[config.mk]
export PLATFORM = sky130hd
export DESIGN_NAME = wd_escalating_watchdog
export DESIGN_NICKNAME = d
export VERILOG_FILES = /design/src/rtl/wd_pkg.sv /design/src/rtl/wd_prescaler.sv /design/src/rtl/wd_decrementer.sv /design/src/rtl/wd_escalator.sv /design/src/rtl/wd_escalating_watchdog.sv
export SDC_FILE = /design/constraint.sdc
export NUM_CORES = 1
export LEC_CHECK = 0
export BUFFER_PORTS_ARGS = -buffer_cell sky130_fd_sc_hd__buf_2
export CAP_MARGIN = 25
export CELL_PAD_IN_SITES_DETAIL_PLACEMENT = 0
export CELL_PAD_IN_SITES_GLOBAL_PLACEMENT = 2
export CORE_MARGIN = 2
export CORE_UTILIZATION = 37
export CTS_CLUSTER_DIAMETER = 40
export CTS_CLUSTER_SIZE = 10
export DETAILED_ROUTE_END_ITERATION = 7
export PLACE_DENSITY_LB_ADDON = 0.1
export SLEW_MARGIN = 20
export SYNTH_ARGS = -nofsm -noshare
export SYNTH_HDL_FRONTEND = slang
export SYNTH_SLANG_ARGS = --single-unit
[constraint.sdc]
create_clock -name clk -period 4.09 [get_ports clk]
set_input_delay 0.818 -clock clk [delete_from_list [all_inputs] [get_ports clk]]
set_output_delay 0.818 -clock clk [all_outputs]
set_load 0.05 [all_outputs]
[src/rtl/wd_pkg.sv]
package wd_pkg;
   typedef enum logic [1:0] {
      MD_OFF = 2'd0,
      MD_IRQ = 2'd1,
      MD_NMI = 2'd2,
      MD_ALL = 2'd3
   } wd_mode_e;

   typedef enum logic [1:0] {
      ST_RUN = 2'd0,
      ST_IRQ = 2'd1,
      ST_NMI = 2'd2,
      ST_RST = 2'd3
   } wd_stage_e;

   function automatic logic is_pow2(input int v);
      return (v > 0) && ((v & (v - 1)) == 0);
   endfunction
endpackage

[src/rtl/wd_prescaler.sv]
module wd_prescaler #(
   parameter int DIV = 256
) (
   input  logic clk,
   input  logic rst_n,
   input  logic clr,
   input  logic en,
   output logic tick
);
   localparam int PW = (DIV > 1) ? $clog2(DIV) : 1;
   localparam logic [PW-1:0] LAST = PW'(DIV - 1);

   logic [PW-1:0] q;

   if (DIV < 2) begin : g_bad_div
      $error("wd_prescaler: DIV must be at least 2");
   end

   assign tick = en && (q == LAST);

   if (wd_pkg::is_pow2(DIV)) begin : g_pow2
      always_ff @(posedge clk or negedge rst_n) begin
         if (!rst_n)     q <= '0;
         else if (clr)   q <= '0;
         else if (en)    q <= q + 1'b1;
      end
   end else begin : g_any
      always_ff @(posedge clk or negedge rst_n) begin
         if (!rst_n)     q <= '0;
         else if (clr)   q <= '0;
         else if (en)    q <= (q == LAST) ? '0 : q + 1'b1;
      end
   end

   AST_CLR_RESTARTS: assert property (@(posedge clk) disable iff (!rst_n)
      clr |=> !tick);
endmodule

[src/rtl/wd_decrementer.sv]
module wd_decrementer #(
   parameter int CW = 24
) (
   input  logic          clk,
   input  logic          rst_n,
   input  logic          load,
   input  logic [CW-1:0] load_val,
   input  logic          tick,
   input  logic          hold,
   output logic [CW-1:0] cnt,
   output logic          expire
);
   localparam logic [CW-1:0] ONE = CW'(1);

   logic step;

   if (CW < 2) begin : g_bad_cw
      $error("wd_decrementer: CW must be at least 2");
   end

   assign step   = tick && !hold;
   assign expire = step && (cnt == ONE);

   always_ff @(posedge clk or negedge rst_n) begin
      if (!rst_n)       cnt <= '0;
      else if (load)    cnt <= load_val;
      else if (step)    cnt <= (cnt == ONE) ? load_val : cnt - 1'b1;
   end

   AST_NO_ZERO_STEP: assert property (@(posedge clk) disable iff (!rst_n)
      step |-> cnt != '0);
   AST_HOLD_FREEZES: assert property (@(posedge clk) disable iff (!rst_n)
      (hold && !load) |=> $stable(cnt));
endmodule

[src/rtl/wd_escalator.sv]
module wd_escalator (
   input  logic             clk,
   input  logic             rst_n,
   input  logic             clear,
   input  logic             expire,
   input  wd_pkg::wd_mode_e mode,
   output logic             irq,
   output logic             nmi,
   output logic             srst,
   output logic             terminal
);
   import wd_pkg::*;

   wd_stage_e stage, stage_nx;
   logic      srst_nx;

   always_comb begin
      stage_nx = stage;
      srst_nx  = 1'b0;
      if (clear) begin
         stage_nx = ST_RUN;
      end else if (expire) begin
         case (stage)
            ST_RUN: stage_nx = ST_IRQ;
            ST_IRQ: if (mode == MD_NMI || mode == MD_ALL) stage_nx = ST_NMI;
            ST_NMI: if (mode == MD_ALL) begin
                       stage_nx = ST_RST;
                       srst_nx  = 1'b1;
                    end
            default: stage_nx = stage;
         endcase
      end
   end

   always_ff @(posedge clk or negedge rst_n) begin
      if (!rst_n) begin
         stage <= ST_RUN;
         srst  <= 1'b0;
      end else begin
         stage <= stage_nx;
         srst  <= srst_nx;
      end
   end

   assign irq = (stage != ST_RUN);
   assign nmi = (stage == ST_NMI) || (stage == ST_RST);
   assign terminal = (mode == MD_OFF)
                  || (stage == ST_RST)
                  || (stage == ST_IRQ && mode == MD_IRQ)
                  || (stage == ST_NMI && mode == MD_NMI);

   AST_SRST_ONE_CLK: assert property (@(posedge clk) disable iff (!rst_n)
      srst |=> !srst);
   AST_SRST_MODE3: assert property (@(posedge clk) disable iff (!rst_n)
      srst |-> mode == MD_ALL);
   AST_NMI_WITH_IRQ: assert property (@(posedge clk) disable iff (!rst_n)
      nmi |-> irq);
   AST_CLEAR_DROPS: assert property (@(posedge clk) disable iff (!rst_n)
      clear |=> (!irq && !nmi));
endmodule

[src/rtl/wd_escalating_watchdog.sv]
module wd_escalating_watchdog #(
   parameter int LEN_W  = 16,
   parameter int FRAC_W = 8,
   parameter int DIV    = 256
) (
   input  logic                    clk,
   input  logic                    rst_n,
   input  logic                    cfg_we,
   input  logic [LEN_W-1:0]        cfg_len,
   input  logic [1:0]              cfg_mode,
   input  logic                    poke,
   output logic [LEN_W+FRAC_W-1:0] cnt_o,
   output logic                    irq_o,
   output logic                    nmi_o,
   output logic                    srst_o
);
   import wd_pkg::*;

   localparam int CW = LEN_W + FRAC_W;

   if (LEN_W < 1 || FRAC_W < 1) begin : g_bad_width
      $error("wd_escalating_watchdog: LEN_W and FRAC_W must be at least 1");
   end

   logic [LEN_W-1:0] len_q;
   wd_mode_e         mode_q;
   logic             active;
   logic             terminal;
   logic             hold;
   logic             load;
   logic             tick;
   logic             expire;
   logic [CW-1:0]    load_val;

   always_ff @(posedge clk or negedge rst_n) begin
      if (!rst_n) begin
         len_q  <= '0;
         mode_q <= MD_OFF;
      end else if (cfg_we) begin
         len_q  <= cfg_len;
         mode_q <= wd_mode_e'(cfg_mode);
      end
   end

   assign active   = (mode_q != MD_OFF) && (len_q != '0);
   assign load     = cfg_we || (poke && active);
   assign load_val = cfg_we ? {cfg_len, {FRAC_W{1'b0}}} : {len_q, {FRAC_W{1'b0}}};
   assign hold     = !active || terminal;

   wd_prescaler #(.DIV(DIV)) u_pre (
      .clk   (clk),
      .rst_n (rst_n),
      .clr   (load),
      .en    (!hold),
      .tick  (tick)
   );

   wd_decrementer #(.CW(CW)) u_dec (
      .clk      (clk),
      .rst_n    (rst_n),
      .load     (load),
      .load_val (load_val),
      .tick     (tick),
      .hold     (hold),
      .cnt      (cnt_o),
      .expire   (expire)
   );

   wd_escalator u_esc (
      .clk      (clk),
      .rst_n    (rst_n),
      .clear    (load),
      .expire   (expire),
      .mode     (mode_q),
      .irq      (irq_o),
      .nmi      (nmi_o),
      .srst     (srst_o),
      .terminal (terminal)
   );

   AST_MODE1_NO_NMI: assert property (@(posedge clk) disable iff (!rst_n)
      (mode_q == MD_IRQ) |-> !nmi_o);
   AST_OFF_QUIET: assert property (@(posedge clk) disable iff (!rst_n)
      !active |-> (!irq_o && !nmi_o && !srst_o));
   AST_OFF_STILL: assert property (@(posedge clk) disable iff (!rst_n)
      (!active && !cfg_we) |=> $stable(cnt_o));
   AST_CFG_RELOAD: assert property (@(posedge clk) disable iff (!rst_n)
      cfg_we |=> (cnt_o == {$past(cfg_len), {FRAC_W{1'b0}}}));
endmodule

==> flow_metrics.py <==
metrics = {
    "sta": {
        "fin_skew_ns": 0.009711,
        "slew-limit-headroom_pct": 56.81,
        "max_freq_mhz": 375.3,
        "fin_setup_tns_ns": 0,
        "worst_pin_slew_ns": 0.6460,
        "hold_violations": 0,
        "finalCritPeriodShare_pct": 65.15,
        "rsz0062_at_grt": "false",
        "slew_viol_final": 0,
        "setup_viol": 0,
        "min_period_ns": 2.665,
    },
    "detailed_routing": {
        "avgRoutedWirePerCell_um": 17.53,
        "dr.pass1.iters": 4,
        "met3_length_um": 464,
        "drc": 0,
        "wl_um": 8187,
        "vias": 2569,
        "first_iter_violations": 127,
        "met1_length_um": 3976,
        "viasPerCell": 5.501,
        "dr.max_layer_used": "met4",
        "routed-wl-met2_um": 3627,
        "ant_nets": 0,
    },
    "worst_setup_path": {
        "startpoint_type": "register",
        "ff2ff_path_depth": 8,
        "r2r_slack_ns": 1.43,
        "cp-end-kind": "register",
        "rr_startpoint": "u_esc.stage[0]$_DFFE_PN0P_",
        "startpoint": "u_esc.stage[0]$_DFFE_PN0P_",
        "arrival_ns": 2.86,
        "path_class": "register to register",
        "crit_fanout": 12,
        "r2r_end": "u_dec.cnt[3]$_DFFE_PN0P_",
        "critPathRequiredTime_ns": 4.29,
    },
    "grt": {
        "grt_pass1_vias": 2475,
        "grt_use_total_pct": 20.14,
        "grt_antenna_before_repair": 0,
        "grt_overflow": 0,
        "grt_max_degree": 41,
        "grt_pass1_wl_um": 13630,
    },
    "run": {
        "drv_cap": 0,
    },
    "synth": {
        "synthTopCellsByArea": "dfrtp_1, mux2_2, nor2_1",
        "yosys.area.top_type": "dfrtp_1",
        "syn_nets": 342,
        "async_reset_ff_share_pct": 100.0,
        "yosys.area_share.simple_pct": 24.94,
        "yosysTopAreaCellShare_pct": 44.88,
        "synth_area_um2": 2955,
        "synth_compound_area_share_pct": 13.25,
        "synth_edf_count": 0,
        "yosys_warnings": 0,
        "synth_xor_area_share_pct": 3.556,
        "avgSynthCellArea_um2": 9.472,
        "synth_top_family_by_area": "simple AND/OR/NAND/NOR gates",
        "synthFlopType": "dfrtp_1",
        "muxShareOfSynthArea_pct": 7.113,
        "synth-adder-area-share_pct": 3.387,
        "synthCells": 312,
        "synth_cell_type_count": 47,
        "yosysSeqAreaShare_pct": 44.88,
        "yosys_register_bits": 53,
    },
    "placed_design": {
        "portBuffers": 48,
        "post-place-cells": 458,
        "hpwl_um": 6039,
        "place_congestion": 0.7991,
    },
    "layout": {
        "antenna_cells": 0,
        "fillCellCount": 796,
        "multi_input_area_um2": 1544,
        "seq_area_um2": 1326,
        "stdcell_count": 467,
        "nets": 394,
        "syn2layout_area_growth_pct": 16.89,
        "layout-drive-gt1-share_pct": 25.75,
    },
    "pwr": {
        "power.density_nw_per_um2": 378.0,
        "peakVddDrop_v": 0.0001436,
        "power_leakage_nw": 1.428,
    },
    "cts": {
        "post_cts_buffers": 0,
        "numCtsBuffers": 5,
        "cts_hold_buffers": 0,
        "root_buffer": "clkbuf_8",
        "cts_tree": "built",
        "insertion_delay_ns": 0.32,
        "cts_max_level": 2,
        "cts.sinks": 53,
        "cts_resized": 0,
        "path_clk_slew_ns": 0.11,
        "cts.path.max_buffers": 2,
    },
    "min_path": {
        "holdCritPathClass": "primary input to asynchronous set/reset pin",
    },
    "die": {
        "core_area_um2": 7727,
        "num_rows": 32,
        "die_area_um2": 8718,
        "initial_core_util_pct": 38.24,
        "io_pins": 49,
        "die_y_um": 93.37,
        "die_w_um": 93.37,
    },
    "run_status": {
        "status": "finished clean",
    },
}
## registers in the layout (all words and copies together) (netlist names)
signal and cells:
len_q 16, mode_q 2, u_dec.cnt 24, u_esc.srst 1, u_esc.stage 2, u_pre.q 8
## worst max-delay path: stages (launching register included)
cell and delay, ns:
dfrtp_1 0.43, inv_1 0.08, ha_1 0.26, nand2b_1 0.11, o211a_2 0.29, nand3_1 0.50
a2111oi_0 0.65, xnor2_1 0.18, nor2_1 0.05
## how the worst max path moves through the flow
stage	depth (start not counted)	slack, ns	end
3_3_place_gp	6	1.46	u_dec.cnt[22]$_DFFE_PN0P_
3_5_place_dp	8	1.41	u_dec.cnt[3]$_DFFE_PN0P_
4_1_cts	8	1.41	u_dec.cnt[3]$_DFFE_PN0P_
6_report	8	1.43	u_dec.cnt[3]$_DFFE_PN0P_
2_1_floorplan	7	1.54	u_esc.stage[1]$_DFFE_PN0P_
5_1_grt	8	1.13	u_dec.cnt[7]$_DFFE_PN0P_
## layout make-up
type | count | share of cell area, %
Inverter | 11 | 1.195
Timing Repair Buffer | 56 | 9.272
Tap cell | 102 | 3.694
Multi-Input combinational cell | 237 | 44.69
Clock buffer | 5 | 1.992
Clock inverter | 3 | 0.7606
Sequential cell | 53 | 38.39
## kinds of logic after synthesis
group / after synthesis
compound gates: 56
xor+xnor: 12
fa+ha+maj: 8
buf+inv: 22
flops: 53
mux: 19
simple gates: 142
## routing by layer
| metal | track usage [%] | vias up |
|---|---|---|
| met5 | 0 | - |
| met4 | 5.025 | 0 |
| met3 | 2.981 | 9 |
| met2 | 29.44 | 83 |
| met1 | 31.07 | 1236 |
| li1 | - | 1241 |
## placed cells by master, fill, tap and decap left out, drive strengths merged, types with 7 or more instances in the layout
| cell type | count |
|---|---|
| a21oi | 11 |
| buf | 56 |
| dfrtp | 53 |
| ha | 8 |
| inv | 12 |
| mux2 | 16 |
| nand2 | 26 |
| nand3 | 17 |
| nand4 | 8 |
| nor2 | 40 |
| nor3 | 21 |
| nor4 | 9 |
| o21ai | 13 |
| xnor2 | 7 |
## cell usage after synthesis (3+ instances only)
| master | number |
|---|---|
| dfrtp_1 | 53 |
| or2_2 | 3 |
| xnor2_1 | 7 |
| or3_4 | 3 |
| a211oi_1 | 3 |
| o21a_1 | 4 |
| nor4_1 | 9 |
| nor3_1 | 17 |
| nor3_2 | 4 |
| clkbuf_1 | 7 |
| nand4_1 | 8 |
| nand3_1 | 17 |
| mux2_2 | 16 |
| xor2_1 | 5 |
| a31oi_1 | 3 |
| nor2_1 | 40 |
| a311oi_1 | 3 |
| inv_1 | 11 |
| a21oi_1 | 11 |
| and3_1 | 3 |
| o21ai_0 | 12 |
| ha_1 | 8 |
| nand2_1 | 26 |
| o32ai_1 | 5 |
| mux2i_1 | 3 |
## power by group
group	switching (mW)	total, mW	internal [mW]
logic	0.244	0.354	0.111
registers	0.0622	0.637	0.575
clock network	0.189	0.314	0.125
## per-stage QoR
stage               util [%]  hold WS [ns]  setup slack (ns)  area [um^2]  total power [mW]
floorplan                  -        0.4821             1.538         2955            0.8860
global placement       43.12        0.5166             1.463         3332             1.002
detailed placement     43.12        0.5175             1.412         3332            0.9993
CTS                    44.35        0.5444             1.408         3427             1.317
global route           44.71        0.4886             1.126         3455             1.378
finish                 44.71        0.4604             1.425         3455             1.306
Note: power is estimated with default switching activity, not from simulation.
